## config.mk

```make
export PLATFORM = sky130hd
export DESIGN_NAME = idiv_top
export DESIGN_NICKNAME = d
export VERILOG_FILES = /design/src/rtl/idiv_pkg.sv /design/src/rtl/idiv_prep.sv /design/src/rtl/idiv_step.sv /design/src/rtl/idiv_fix.sv /design/src/rtl/idiv_ctrl.sv /design/src/rtl/idiv_top.sv
export SDC_FILE = /design/constraint.sdc
export NUM_CORES = 1
export LEC_CHECK = 0
export BUFFER_PORTS_ARGS = -buffer_cell sky130_fd_sc_hd__buf_2
export CAP_MARGIN = 0
export CORE_UTILIZATION = 60
export CTS_CLUSTER_SIZE = 28
export DETAILED_ROUTE_END_ITERATION = 16
export PLACE_DENSITY = 0.8
export SYNTH_ARGS = -nofsm -noshare
export SYNTH_HDL_FRONTEND = slang
export SYNTH_SLANG_ARGS = --single-unit
```

## constraint.sdc

```tcl
create_clock -name clk -period 4.9 [get_ports clk]
set_input_delay 0.245 -clock clk [delete_from_list [all_inputs] [get_ports clk]]
set_output_delay 0.245 -clock clk [all_outputs]
set_load 0.01 [all_outputs]
```

## src/rtl/idiv_pkg.sv

```systemverilog
package idiv_pkg;

    localparam int DW  = 16;            // divisor, quotient and remainder width
    localparam int XW  = 2 * DW;        // long dividend width
    localparam int QW  = DW + 1;        // iteration count and quotient magnitude bits
    localparam int RW  = DW + 2;        // signed partial remainder width
    localparam int LAT = QW + 2;        // enabled steps from accept to done
    localparam int CW  = $clog2(QW);
    localparam int LW  = $clog2(LAT + 1);

    typedef enum logic [1:0] {
        PH_IDLE,
        PH_SETUP,
        PH_ITER,
        PH_FIX
    } phase_e;

    typedef struct packed {
        logic          lng;
        logic          sgn;
        logic [XW-1:0] dvd;
        logic [DW-1:0] dvs;
    } op_t;

    typedef struct packed {
        logic          q_neg;
        logic          r_neg;
        logic          sgn;
        logic          pre_ovf;
        logic [DW-1:0] dvs_mag;
    } prep_t;

    typedef struct packed {
        logic [DW-1:0] quo;
        logic [DW-1:0] rem;
        logic          ovf;
    } res_t;

    // Dividend as a full-width value after the short/long and sign selection.
    function automatic logic [XW-1:0] widen_dvd(op_t op);
        logic [DW-1:0] lo;
        lo = op.dvd[DW-1:0];
        if (op.lng)
            return op.dvd;
        else if (op.sgn)
            return {{DW{lo[DW-1]}}, lo};
        else
            return {{DW{1'b0}}, lo};
    endfunction

    function automatic logic [XW-1:0] mag_x(logic [XW-1:0] v, logic neg);
        return neg ? (~v + 1'b1) : v;
    endfunction

    function automatic logic [DW-1:0] mag_d(logic [DW-1:0] v, logic neg);
        return neg ? (~v + 1'b1) : v;
    endfunction

endpackage

```

## src/rtl/idiv_prep.sv

```systemverilog
module idiv_prep
    import idiv_pkg::*;
(
    input  op_t           op_i,
    output prep_t         prep_o,
    output logic [RW-1:0] rem_init_o,
    output logic [QW-1:0] work_init_o
);

    logic [XW-1:0] dvd_ext;
    logic [XW-1:0] dvd_mag;
    logic [DW-1:0] hi;
    logic          dvd_neg;
    logic          dvs_neg;

    always_comb begin
        dvd_ext = widen_dvd(op_i);
        dvd_neg = op_i.sgn & dvd_ext[XW-1];
        dvs_neg = op_i.sgn & op_i.dvs[DW-1];
        dvd_mag = mag_x(dvd_ext, dvd_neg);
        hi      = dvd_mag[XW-1:DW];

        prep_o.q_neg   = dvd_neg ^ dvs_neg;
        prep_o.r_neg   = dvd_neg;
        prep_o.sgn     = op_i.sgn;
        prep_o.dvs_mag = mag_d(op_i.dvs, dvs_neg);
        // Upper half not below the divisor: magnitude quotient needs more
        // than DW bits, and a zero divisor always lands here.
        prep_o.pre_ovf = (hi >= prep_o.dvs_mag);

        // The upper half minus its last bit seeds the remainder; the iteration
        // then consumes that bit and the lower half, QW bits in all.
        rem_init_o  = {{(RW-DW+1){1'b0}}, hi[DW-1:1]};
        work_init_o = {hi[0], dvd_mag[DW-1:0]};
    end

endmodule

```

## src/rtl/idiv_step.sv

```systemverilog
module idiv_step
    import idiv_pkg::*;
(
    input  logic [RW-1:0] rem_i,
    input  logic [QW-1:0] work_i,
    input  logic [DW-1:0] dvs_mag_i,
    output logic [RW-1:0] rem_o,
    output logic [QW-1:0] work_o
);

    logic [RW-1:0] shifted;
    logic [RW-1:0] dvs_ext;

    always_comb begin
        shifted = {rem_i[RW-2:0], work_i[QW-1]};
        dvs_ext = {{(RW-DW){1'b0}}, dvs_mag_i};
        // Non-restoring: subtract on a non-negative remainder, add otherwise.
        if (rem_i[RW-1])
            rem_o = shifted + dvs_ext;
        else
            rem_o = shifted - dvs_ext;
        work_o = {work_i[QW-2:0], ~rem_o[RW-1]};
    end

endmodule

```

## src/rtl/idiv_fix.sv

```systemverilog
module idiv_fix
    import idiv_pkg::*;
(
    input  logic [RW-1:0] rem_i,
    input  logic [QW-1:0] qmag_i,
    input  prep_t         prep_i,
    output res_t          res_o
);

    logic [RW-1:0] rem_fin;
    logic [QW-1:0] lim;
    logic          range_bad;

    always_comb begin
        if (rem_i[RW-1])
            rem_fin = rem_i + {{(RW-DW){1'b0}}, prep_i.dvs_mag};
        else
            rem_fin = rem_i;

        lim = QW'(2 ** (DW - 1)) - QW'(!prep_i.q_neg);
        if (prep_i.sgn)
            range_bad = (qmag_i > lim);
        else
            range_bad = qmag_i[QW-1];

        res_o.quo = mag_d(qmag_i[DW-1:0], prep_i.q_neg);
        res_o.rem = mag_d(rem_fin[DW-1:0], prep_i.r_neg);
        res_o.ovf = prep_i.pre_ovf | range_bad;
    end

endmodule

```

## src/rtl/idiv_ctrl.sv

```systemverilog
module idiv_ctrl
    import idiv_pkg::*;
(
    input  logic clk,
    input  logic rst,
    input  logic start_i,
    input  logic step_en_i,
    output logic accept_o,
    output logic setup_o,
    output logic iter_o,
    output logic fix_o,
    output logic busy_o,
    output logic done_o
);

    phase_e        phase_q;
    logic [CW-1:0] cnt_q;
    logic          done_q;
    logic          adv;

    always_comb begin
        accept_o = start_i && (phase_q == PH_IDLE);
        adv      = step_en_i && (phase_q != PH_IDLE);
        setup_o  = adv && (phase_q == PH_SETUP);
        iter_o   = adv && (phase_q == PH_ITER);
        fix_o    = adv && (phase_q == PH_FIX);
        busy_o   = (phase_q != PH_IDLE);
        done_o   = done_q;
    end

    always_ff @(posedge clk) begin
        if (rst) begin
            phase_q <= PH_IDLE;
            cnt_q   <= '0;
            done_q  <= 1'b0;
        end else begin
            done_q <= fix_o;
            unique case (phase_q)
                PH_IDLE:  if (accept_o) phase_q <= PH_SETUP;
                PH_SETUP: if (adv) begin
                    phase_q <= PH_ITER;
                    cnt_q   <= '0;
                end
                PH_ITER:  if (adv) begin
                    if (cnt_q == CW'(QW - 1))
                        phase_q <= PH_FIX;
                    else
                        cnt_q <= cnt_q + 1'b1;
                end
                PH_FIX:   if (adv) phase_q <= PH_IDLE;
                default:  phase_q <= PH_IDLE;
            endcase
        end
    end

    // completion marker lasts a single cycle
    a_r6_done_single: assert property (@(posedge clk) disable iff (rst)
        done_o |=> !done_o);

    // busy is released no later than the completion pulse
    a_r6_idle_at_done: assert property (@(posedge clk) disable iff (rst)
        done_o |-> !busy_o);

    // a running division ends only through done
    a_r6_busy_until_done: assert property (@(posedge clk) disable iff (rst)
        busy_o |=> (busy_o || done_o));

    // a withheld enable freezes sequencing, whatever start does
    a_r5_freeze_seq: assert property (@(posedge clk) disable iff (rst)
        (busy_o && !step_en_i) |=> ($stable(phase_q) && $stable(cnt_q) && !done_o));

endmodule

```

## src/rtl/idiv_top.sv

```systemverilog
module idiv_top
    import idiv_pkg::*;
(
    input  logic          clk,
    input  logic          rst,
    input  logic          start_i,
    input  logic          step_en_i,
    input  logic          long_i,
    input  logic          signed_i,
    input  logic [XW-1:0] dividend_i,
    input  logic [DW-1:0] divisor_i,
    output logic [DW-1:0] quotient_o,
    output logic [DW-1:0] remainder_o,
    output logic          busy_o,
    output logic          done_o,
    output logic          ovf_o
);

    logic accept, do_setup, do_iter, do_fix;

    op_t           op_q;
    prep_t         prep_q, prep_d;
    logic [RW-1:0] rem_q, rem_init, rem_next;
    logic [QW-1:0] work_q, work_init, work_next;
    res_t          res_q, res_d;

    idiv_ctrl u_ctrl (
        .clk       (clk),
        .rst       (rst),
        .start_i   (start_i),
        .step_en_i (step_en_i),
        .accept_o  (accept),
        .setup_o   (do_setup),
        .iter_o    (do_iter),
        .fix_o     (do_fix),
        .busy_o    (busy_o),
        .done_o    (done_o)
    );

    idiv_prep u_prep (
        .op_i        (op_q),
        .prep_o      (prep_d),
        .rem_init_o  (rem_init),
        .work_init_o (work_init)
    );

    idiv_step u_step (
        .rem_i     (rem_q),
        .work_i    (work_q),
        .dvs_mag_i (prep_q.dvs_mag),
        .rem_o     (rem_next),
        .work_o    (work_next)
    );

    idiv_fix u_fix (
        .rem_i  (rem_q),
        .qmag_i (work_q),
        .prep_i (prep_q),
        .res_o  (res_d)
    );

    always_ff @(posedge clk) begin
        if (rst) begin
            op_q   <= '0;
            prep_q <= '0;
            rem_q  <= '0;
            work_q <= '0;
            res_q  <= '0;
        end else begin
            if (accept) begin
                op_q.lng <= long_i;
                op_q.sgn <= signed_i;
                op_q.dvd <= dividend_i;
                op_q.dvs <= divisor_i;
            end
            if (do_setup) begin
                prep_q <= prep_d;
                rem_q  <= rem_init;
                work_q <= work_init;
            end else if (do_iter) begin
                rem_q  <= rem_next;
                work_q <= work_next;
            end
            if (do_fix)
                res_q <= res_d;
        end
    end

    assign quotient_o  = res_q.quo;
    assign remainder_o = res_q.rem;
    assign ovf_o       = res_q.ovf;

    // Checking aids: enabled steps since acceptance, effective dividend and
    // its sign, and the reconstructed unsigned product.
    logic [LW-1:0] lat_cnt;
    logic [XW-1:0] eff_dvd;
    logic [XW-1:0] rebuilt;
    logic          dvd_sign;

    always_ff @(posedge clk) begin
        if (rst || accept)
            lat_cnt <= '0;
        else if (busy_o && step_en_i && lat_cnt != LW'(LAT))
            lat_cnt <= lat_cnt + 1'b1;
    end

    always_comb begin
        eff_dvd  = widen_dvd(op_q);
        dvd_sign = eff_dvd[XW-1];
        rebuilt  = XW'(quotient_o) * XW'(op_q.dvs) + XW'(remainder_o);
    end

    // fixed latency counted in enabled steps
    a_r4_latency: assert property (@(posedge clk) disable iff (rst)
        done_o |-> (lat_cnt == LW'(LAT)));

    // unsigned result rebuilds the effective dividend
    a_r1_unsigned_identity: assert property (@(posedge clk) disable iff (rst)
        (done_o && !ovf_o && !op_q.sgn) |->
            ((rebuilt == eff_dvd) && (remainder_o < op_q.dvs)));

    // a non-zero signed remainder follows the dividend's sign
    a_r3_rem_sign: assert property (@(posedge clk) disable iff (rst)
        (done_o && !ovf_o && op_q.sgn && remainder_o != '0) |->
            (remainder_o[DW-1] == dvd_sign));

    // a zero divisor is always flagged
    a_r7_zero_divisor: assert property (@(posedge clk) disable iff (rst)
        (done_o && op_q.dvs == '0) |-> ovf_o);

    // results move only together with the completion pulse
    a_r9_hold: assert property (@(posedge clk) disable iff (rst)
        !done_o |-> ($stable(quotient_o) && $stable(remainder_o) && $stable(ovf_o)));

    // partial remainder and quotient bits are frozen while paused
    a_r5_freeze_data: assert property (@(posedge clk) disable iff (rst)
        (busy_o && !step_en_i) |=> ($stable(rem_q) && $stable(work_q)));

    // captured operands stay put for the whole division
    a_r8_operands_kept: assert property (@(posedge clk) disable iff (rst)
        busy_o |=> (busy_o ? $stable(op_q) : 1'b1));

endmodule

```

# --- Yosys cells after proc, flatten, opt, wreduce, memory -nomap -nowiden ---
# Cells that the tools add are included.
totals:
  register_bits: 146
  in_bits: 54
  output_inout_bits: 35
  elab_cells: 84
classes:
  add_sub_neg: 9
  magnitude_cmp: 2
  n_eq_ne: 10
  n_mux: 23
  bitwise_logic: 9
  reduce_logical: 13
op_table:
  columns: ["operator", "count"]
  rows:
  - ["$mux W32", 3]
  - ["$mux W16", 4]
  - ["$add A16 B1 Y16 const B", 3]
  - ["$not A16 Y16", 3]
  - ["$mux W17", 2]
  - ["$add A32 B1 Y32 const B", 1]
  - ["$not A32 Y32", 1]
  - ["$mux W15", 2]
  - ["$add A18 B16 Y18", 1]
  - ["$mux W18", 1]
  - ["$sub A18 B16 Y18", 1]
  - ["$gt A17 B17 Y1", 1]
  - ["$sub A16 B1 Y17 const A", 1]
  - ["$add A16 B16 Y16", 1]
  - ["$ge A16 B16 Y1", 1]
  - ["$mux W5", 3]
  - ["$mux W2", 5]
  - ["$pmux W5 S2", 1]
  - ["$pmux W2 S4", 1]
  - ["$ne A2 B1 Y1 const B", 3]
  - ["$ne A2 B2 Y1 const B", 3]
  - ["$reduce_bool A2 Y1", 3]
  - ["$add A5 B1 Y5 const B", 1]
  - ["$eq A5 B5 Y1 const B", 1]
  - ["other kinds (13)", 19]

# --- Depth between registers and ports, before layout ---
# Gate-level depths: netlist of the first run.
logic_depth:
  depth_word: 6
  ltp_mapped: 18
  ltp_nobuf: 17

# --- Hierarchy ---
# From an unflattened synthesis of the first run, not the netlist that was laid out.
hier_totals:
  hier_cells: 1279
  hier_area_um2: 11024.3
by_module_without_submodules:
  columns: ["mod", "n_inst", "cells_per_inst", "area_each_um2", "seq_area_each_um2"]
  rows:
  - ["idiv_top", 1, 488, 5280.1, 2762.6]
  - ["idiv_fix", 1, 281, 2060.7, 0.0]
  - ["idiv_prep", 1, 269, 1849.3, 0.0]
  - ["idiv_step", 1, 177, 1307.5, 0.0]
  - ["idiv_ctrl", 1, 64, 526.8, 160.2]

# --- Worst setup path before layout of the first run ---
# OpenSTA, ideal clock, no wires.
synth_path:
  path_kind: "register to register"
  startpoint: "register rem_q[17]"
  endpoint: "register rem_q[14]"
  setup_ns: 0.128
  arrival_ns: 3.991
  required_ns: 4.772
  path_slack_ns: 0.781
  path_stages_with_launch: 19
  path_buffers: 5
  period_less_slack_ns: 4.119
  cell_sequence: "dfxtp_1 buf_2 clkbuf_1 buf_1 clkbuf_1 buf_1 nor2_1 xor2_1 ha_1 a21o_1 a21oi_1 o21bai_1 a21oi_1 o21ai_0 a311o_1 a211oi_1 xnor2_1 a222oi_1 nor2_1"
synth_via:
  elab_chain_len: 3
synth_rtl:
  columns: ["element", "line", "source"]
  rows:
  - ["from (decl)", "idiv_top.sv:23", "logic [RW-1:0] rem_q, rem_init, rem_next;"]
  - ["from (signal assigned)", "idiv_top.sv:78", "rem_q <= rem_init;"]
  - ["from (signal assigned)", "idiv_top.sv:81", "rem_q <= rem_next;"]
  - ["$mux W18", "idiv_step.sv:18", "if (rem_i[RW-1])"]
  - ["$mux W15", "idiv_top.sv:80", "end else if (do_iter) begin"]
  - ["$mux W15", "idiv_top.sv:76", "if (do_setup) begin"]
# No other way between the ends. The select of a mux whose other input is x is not followed.
# A chain may end at the register's enable or synchronous reset.

# --- Worst setup path after layout of the first run ---
layout_path:
  startpoint: "register prep_q[2] (netlist bit)"
  endpoint: "register rem_q[15]"
layout_via:
  elab_chain_len: 2
  word_cells_on_any_way: 3
  cone_classes: "add/sub (2); mux (1)"
layout_rtl:
  columns: ["element", "line", "source"]
  rows:
  - ["from (decl)", "idiv_top.sv:22", "prep_t prep_q, prep_d;"]
  - ["from (signal assigned)", "idiv_top.sv:77", "prep_q <= prep_d;"]
  - ["$sub A18 B16 Y18 / $add A18 B16 Y18 (equally long branches)", "idiv_step.sv:21, idiv_step.sv:19", null]
  - ["$mux W18 *", "idiv_step.sv:18", null]
# Mark *: on every way between the ends. The rest lies on a longest branch, timed or not.

==> flow_summary.yaml, run 1 <==
drt:
  wl_mm: 24.6
  ant_nets: 0
  vias: 9336
  drtIter0Drc: 828
  avgViaCountPerCell: 5.98
  firstDrtPassIters: 8
  wl_per_cell_um: 15.8
  drc_errors: 0
synthesis:
  synthesis.area_um2: 9830
  ys_top_cells_by_area: "dfxtp_1 30%, ha_1 9.5%, nand2_1 7.9%, a21oi_1 7.5%, nor2_1 5.5%"
  yosys.cell_types.count: 79
  synth_fp_nets: 1415
  syn_area_per_cell_um2: 7.66
  synthFlopType: "dfxtp_1"
  syn-instance-count: 1284
  synth_seq_cells: 146
  synth_warnings: 0
  synth_edf_count: 0
  async_flop_share: 0
  synth_top_area_frac: 0.297
  synth.largest_area_cell: "dfxtp_1"
  yosysSeqAreaShare: 0.297
global_routing:
  grt_pass1_vias: 8367
  grt_usage: 0.302
  overflow: 0
  antenna_found_initial: 0
  grt_start_max_net_pins: 89
  grt_pass1_wl_mm: 40.7
final_layout:
  seq_area_um2: 2920
  layout.nets: 1462
  fillers: 1388
  drive_above_1_share: 0.112
  multi_input_area_um2: 6500
  syn_to_final_growth_pct: 11.3
  fin_util: 0.686
  num_antenna_cells: 0
worst_hold_path:
  min_path_type: "input port to flop"
  worstHoldStart: "dividend_i[11]"
timing:
  rsz0062_at_grt: "no"
  min_period_ns: 3.84
  setup_tns_ns: 0
  slew_headroom: 0.286
  hold_viol_final: 0
  timing.final.crit_share: 0.783
  clock_skew_ns: 0.00917
  fin_ws_ns: 1.06
  setup_viol: 0
  fmax_mhz: 261
  worst_pin_slew_ns: 1.07
  drv_slew: 0
cts:
  cts_tree: "yes"
  clk_pin_slew_ns: 0.06
  clock_latency_ns: 0.43
  cts_root_buffer: "clkbuf_16"
  cts_buffers: 17
  cts_htree_levels: 4
  cts_num_sinks: 146
  cts_hold_buf: 0
  post_cts_buffers: 0
  cts_resized: 0
  cts_buffer_depth: 2
placed_design:
  hpwlAfterDp_mm: 18.1
  numPortBuffers: 88
  pre_cts_slack_ns: 1.08
  gp_congestion: 0.901
flow_run:
  maxCapViolations: 0
setup_path:
  crit_arrival_ns: 4.16
  r2r_start: "prep_q[2]$_SDFFE_PP0P_"
  crit_type: "flop to flop"
  cp.required_ns: 5.22
  end_kind: "flop"
  crit_chain: "nor2_1 > nor4b_1 > nor2_1 > xnor2_1 > ha_1 > or4_1 > o21ai_0 > o21a_1 > o21a_1 > o21ai_0 > o31ai_1 > xor2_1 > o32ai_1"
  path_delay_family: "simple AND/OR/NAND/NOR gates"
  startpoint_type: "flop"
  cp_slowest_cell: "nor4b_1"
  slowest_delay_ns: 0.68
  worst-path-buf-inv: 0
  worst-path-max-fanout: 5
  cp-startpoint: "prep_q[2]$_SDFFE_PP0P_"
floorplan:
  initial_utilization: 0.617
  die_w_um: 130
  die-area_um2: 16900
  core-area_um2: 15900
  std_cell_rows: 46
  die_h_um: 130
  io_pins: 89
run_status:
  status: "finished, final reports clean"
power_and_ir_drop:
  leakagePower_nw: 4.50
  ir_drop_v: 0.000332
  cellPowerDensity_nw_per_um2: 434
[worst reg2reg max path, cell delays in order (launching register included)]
cell	delay, ns
dfxtp_1	0.36
nor2_1	0.19
nor4b_1	0.68
nor2_1	0.12
xnor2_1	0.17
ha_1	0.22
or4_1	0.50
o21ai_0	0.35
o21a_1	0.23
o21a_1	0.16
o21ai_0	0.12
o31ai_1	0.25
xor2_1	0.10
o32ai_1	0.29
[flip-flops by register name, summed over array words and instances (netlist names)]
register and flops:
u_ctrl.cnt_q 5, prep_q 20, u_ctrl.phase_q 2, ovf_o 1, work_q 17, u_ctrl.done_o 1
quotient_o 16, op_q 50, remainder_o 16, rem_q 18
[layout by cell type (no fill, tap or decap), types with 12 or more instances in the layout]
cell       instances
nand2_1          206
a21oi_1          147
dfxtp_1          146
nor2_1           145
buf_2             87
ha_1              75
o21ai_0           48
xnor2_1           47
xor2_1            43
inv_1             36
a211oi_1          34
nor3_1            27
a222oi_1          19
nor2b_1           17
clkbuf_16         17
nand3_1           15
or3_1             13
a21o_1            13
nor4_1            12
o31ai_1           12
[cells by family (layout without fill, tap and decap cells)]
group / Yosys count / after routing / synth area share
xor gates and xnor gates: 91 / 91 / 0.0826
adders and majority gates: 77 / 77 / 0.0995
AOI/OAI and AO/OA: 361 / 361 / 0.243
muxes: 11 / 11 / 0.0118
buffers and inverters: 106 / 166 / 0.0414
and+or+nand+nor: 492 / 492 / 0.225
DFF: 146 / 146 / 0.297
[stage by stage]
step                      cells  instance area (um^2)  power [mW]  hold slack [ns]
after floorplan            1284                  9830        3.00            0.381
after global placement     1528                 10300        3.37            0.438
after detailed placement   1528                 10300        3.41            0.444
after CTS                  1560                 10900        4.73           0.0398
after global routing       1560                 10900        5.08           0.0429
final                      1560                 10900        4.75           0.0490
[report_power, final]
| part | internal (mW) | total (mW) | switching [mW] |
|---|---|---|---|
| Sequential | 1.31 | 1.49 | 0.178 |
| Clock | 0.802 | 1.32 | 0.514 |
| Combinational | 0.776 | 1.94 | 1.17 |
[area by class of cell]
class,instances,area share
clock inverters,12,0.0144
inverters,36,0.0123
repair buffers,98,0.0473
well taps,216,0.0247
clock buffers,20,0.0399
flip-flops and latches,146,0.267
multi-input cells,1032,0.594
[cell usage after synthesis, types with 13 or more instances]
cell type	n
clkbuf_1	62
o21ai_0	48
xor2_1	43
nor2b_1	17
dfxtp_1	146
a211oi_1	34
or3_1	13
nand3_1	15
inv_1	36
nor2_1	145
a21oi_1	147
a21o_1	13
ha_1	75
xnor2_1	47
nand2_1	206
nor3_1	27
a222oi_1	19
[metal layers]
layer / GRT usage / vias up / part of all wire
li1: - / 4691 / -
met1: 0.413 / 4296 / 0.47
met2: 0.488 / 318 / 0.45
met3: 0.0496 / 31 / 0.060
met4: 0.0917 / 0 / 0.016
met5: 0 / - / 0
[final timing paths]
path                                  to  slack [ns]  depth (start not counted)
min reg2reg  remainder_o[2]$_SDFFE_PP0P_        0.45                          2
min                op_q[27]$_SDFFE_PP0P_        0.05                          3
max reg2reg       rem_q[15]$_SDFFE_PP0P_        1.06                         13
max               rem_q[15]$_SDFFE_PP0P_        1.06                         13
Power figures use the tool's default switching activity.
==> run 2, diff against run 1 <==
--- a/config.mk
+++ b/config.mk
@@ -7,10 +7,10 @@
 export LEC_CHECK = 0
 export BUFFER_PORTS_ARGS = -buffer_cell sky130_fd_sc_hd__buf_2
 export CAP_MARGIN = 0
-export CORE_UTILIZATION = 60
+export CORE_UTILIZATION = 55
 export CTS_CLUSTER_SIZE = 28
 export DETAILED_ROUTE_END_ITERATION = 16
-export PLACE_DENSITY = 0.8
+export PLACE_DENSITY = 0.78
 export SYNTH_ARGS = -nofsm -noshare
 export SYNTH_HDL_FRONTEND = slang
 export SYNTH_SLANG_ARGS = --single-unit
==> constraint.sdc (replaced) <==
create_clock -name clk -period 3.48 [get_ports clk]
set_input_delay 0.174 -clock clk [delete_from_list [all_inputs] [get_ports clk]]
set_output_delay 0.174 -clock clk [all_outputs]
set_load 0.01 [all_outputs]
==> flow_summary.yaml, run 2 (synthesis gave the netlist of run 1 again) <==
run_status:
  status: "finished with violations"
  violations: "negative setup slack"
floorplan:
  die-area_um2: 18400
  die_h_um: 136
  core-area_um2: 17400
  initial_utilization: 0.566
  std_cell_rows: 48
  die_w_um: 136
  io_pins: 89
power_and_ir_drop:
  p_seq_frac: 0.299
  switchingPower_mw: 2.73
  clkPwrFrac: 0.253
  ir_drop_v: 0.000425
  leakagePower_nw: 5.04
  finalPower_mw: 6.92
  switching_share: 0.394
  intPower_mw: 4.19
  pwr-share-comb: 0.448
  cellPowerDensity_nw_per_um2: 577
cts:
  cts_root_buffer: "clkbuf_16"
  cts_buffers: 17
  cts_htree_levels: 4
  clock_latency_ns: 0.42
  cts_buffer_depth: 2
  clk_pin_slew_ns: 0.06
  cts_tree: "yes"
  cts_num_sinks: 146
global_routing:
  grt_usage: 0.302
  antenna_found_initial: 0
  grt_pass1_vias: 9073
  grt_start_max_net_pins: 99
  overflow: 0
  grt_pass1_wl_mm: 44.5
flow_run:
  maxCapViolations: 0
drt:
  wl_mm: 26.9
  wl_per_cell_um: 16.0
  ant_nets: 0
  firstDrtPassIters: 6
  avgViaCountPerCell: 5.87
  drc_errors: 0
  drtIter0Drc: 745
  vias: 9877
timing:
  min_period_ns: 3.49
  drv_slew: 0
  timing.final.crit_share: 1.00
  fmax_mhz: 287
  hold_viol_final: 0
  worst_pin_slew_ns: 1.04
  fin_hold_ws_ns: 0.0171
  fin_ws_ns: -0.00599
  setup_viol: 1
  rsz0062_at_grt: "yes"
  clock_skew_ns: 0.00849
  slew_headroom: 0.307
final_layout:
  layout.nets: 1575
  largest_register_ffs: 50
  layout_commonest_cell: "nand2_1"
  syn_to_final_growth_pct: 22.0
  top_regs: "op_q (50), prep_q (20), rem_q (18)"
  final_cell_mix: "206 x nand2_1, 146 x dfxtp_1, 144 x nor2_1, 144 x a21oi_1, 87 x buf_2"
  final_cells: 1682
  fillers: 1425
  num_antenna_cells: 0
  drive_above_1_share: 0.162
  regMostFlops: "op_q"
setup_path:
  worst-path-buf-inv: 0
  crit_chain: "or4_4 > nor4_4 > nor3b_2 > o21ai_1 > nand2b_1 > nand2_1 > xor2_1 > ha_1 > a21oi_1 > nor2b_1 > nor4_1 > o21ai_1 > a21oi_1 > o21ai_1 > a41oi_1 > a211oi_1"
  slowest_delay_ns: 0.55
  crit_top_cell: "o21ai_1"
  startpoint_type: "flop"
  cp.required_ns: 3.76
  crit_type: "flop to flop"
  path_delay_family: "simple AND/OR/NAND/NOR gates"
  cp_slowest_cell: "or4_4"
  crit_arrival_ns: 3.77
  worst-path-max-fanout: 4
  end_kind: "flop"
placed_design:
  numPortBuffers: 88
  pre_cts_slack_ns: -0.0416
  hpwlAfterDp_mm: 19.4
  dp_cells: 1601
  gp_congestion: 0.923
worst_hold_path:
  min_path_type: "input port to flop"
[run 2: final timing paths]
kind	slack (ns)	startpoint	cells past startpoint	to
setup / recovery	-0.006	op_q[25]$_SDFFE_PP0P_	16	prep_q[16]$_SDFFE_PP0P_
hold / removal	0.02	dividend_i[28]	3	op_q[44]$_SDFFE_PP0P_
setup reg to reg	-0.006	op_q[25]$_SDFFE_PP0P_	16	prep_q[16]$_SDFFE_PP0P_
hold reg to reg	0.45	remainder_o[6]$_SDFFE_PP0P_	2	remainder_o[6]$_SDFFE_PP0P_
[run 2: stage by stage]
| stage | TNS [ns] | utilization | cell area, um^2 |
|---|---|---|---|
| after floorplan | 0 | - | 9860 |
| after global placement | -0.0243 | 0.625 | 10800 |
| after detailed placement | -0.0416 | 0.625 | 10800 |
| after CTS | -0.00304 | 0.685 | 11900 |
| after global routing | -0.314 | 0.691 | 12000 |
| final | -0.00599 | 0.691 | 12000 |
[run 2: layout make-up]
type	instances	area, um^2	share of cell area
Multi-Input combinational cell	1032	6610	0.551
Sequential cell	146	2920	0.244
Timing Repair Buffer	211	1480	0.124
Clock buffer	21	460	0.0384
Tap cell	225	282	0.0235
Inverter	36	135	0.0113
Clock inverter	11	105	0.00876
[run 2: power by group through the flow]
| stage | Combinational [mW] | Clock [mW] | Sequential (mW) |
|---|---|---|---|
| 2_1_floorplan | 2.19 | 0 | 2.04 |
| 3_3_place_gp | 2.84 | 0 | 2.08 |
| 3_5_place_dp | 2.91 | 0 | 2.09 |
| 4_1_cts | 2.98 | 1.76 | 2.05 |
| 5_1_grt | 3.45 | 1.85 | 2.09 |
| 6_report | 3.10 | 1.75 | 2.07 |
[run 2: per-layer routing]
| metal | up-vias | global-route usage | part of all wire |
|---|---|---|---|
| met5 | - | 0 | 0 |
| met4 | 0 | 0.115 | 0.028 |
| met3 | 54 | 0.0483 | 0.058 |
| met2 | 305 | 0.479 | 0.45 |
| met1 | 4584 | 0.407 | 0.46 |
| li1 | 4934 | - | - |
[run 2: worst register-to-register path, cell delays in order, from the launching register on]
cell and delay [ns]:
dfxtp_1 0.31, or4_4 0.55, nor4_4 0.25, nor3b_2 0.29
o21ai_1 0.16, nand2b_1 0.21, nand2_1 0.10, xor2_1 0.18
ha_1 0.28, a21oi_1 0.15, nor2b_1 0.08, nor4_1 0.16
o21ai_1 0.10, a21oi_1 0.14, o21ai_1 0.09, a41oi_1 0.21
a211oi_1 0.09
[run 2: repair_timing]
item,4_1_cts,5_1_grt
resized for setup,3,22
hold buffers,47,0
endpoints found under the hold margin,47,0
buffers inserted,0,2
setup endpoints to repair,1,13
pin swaps,0,8
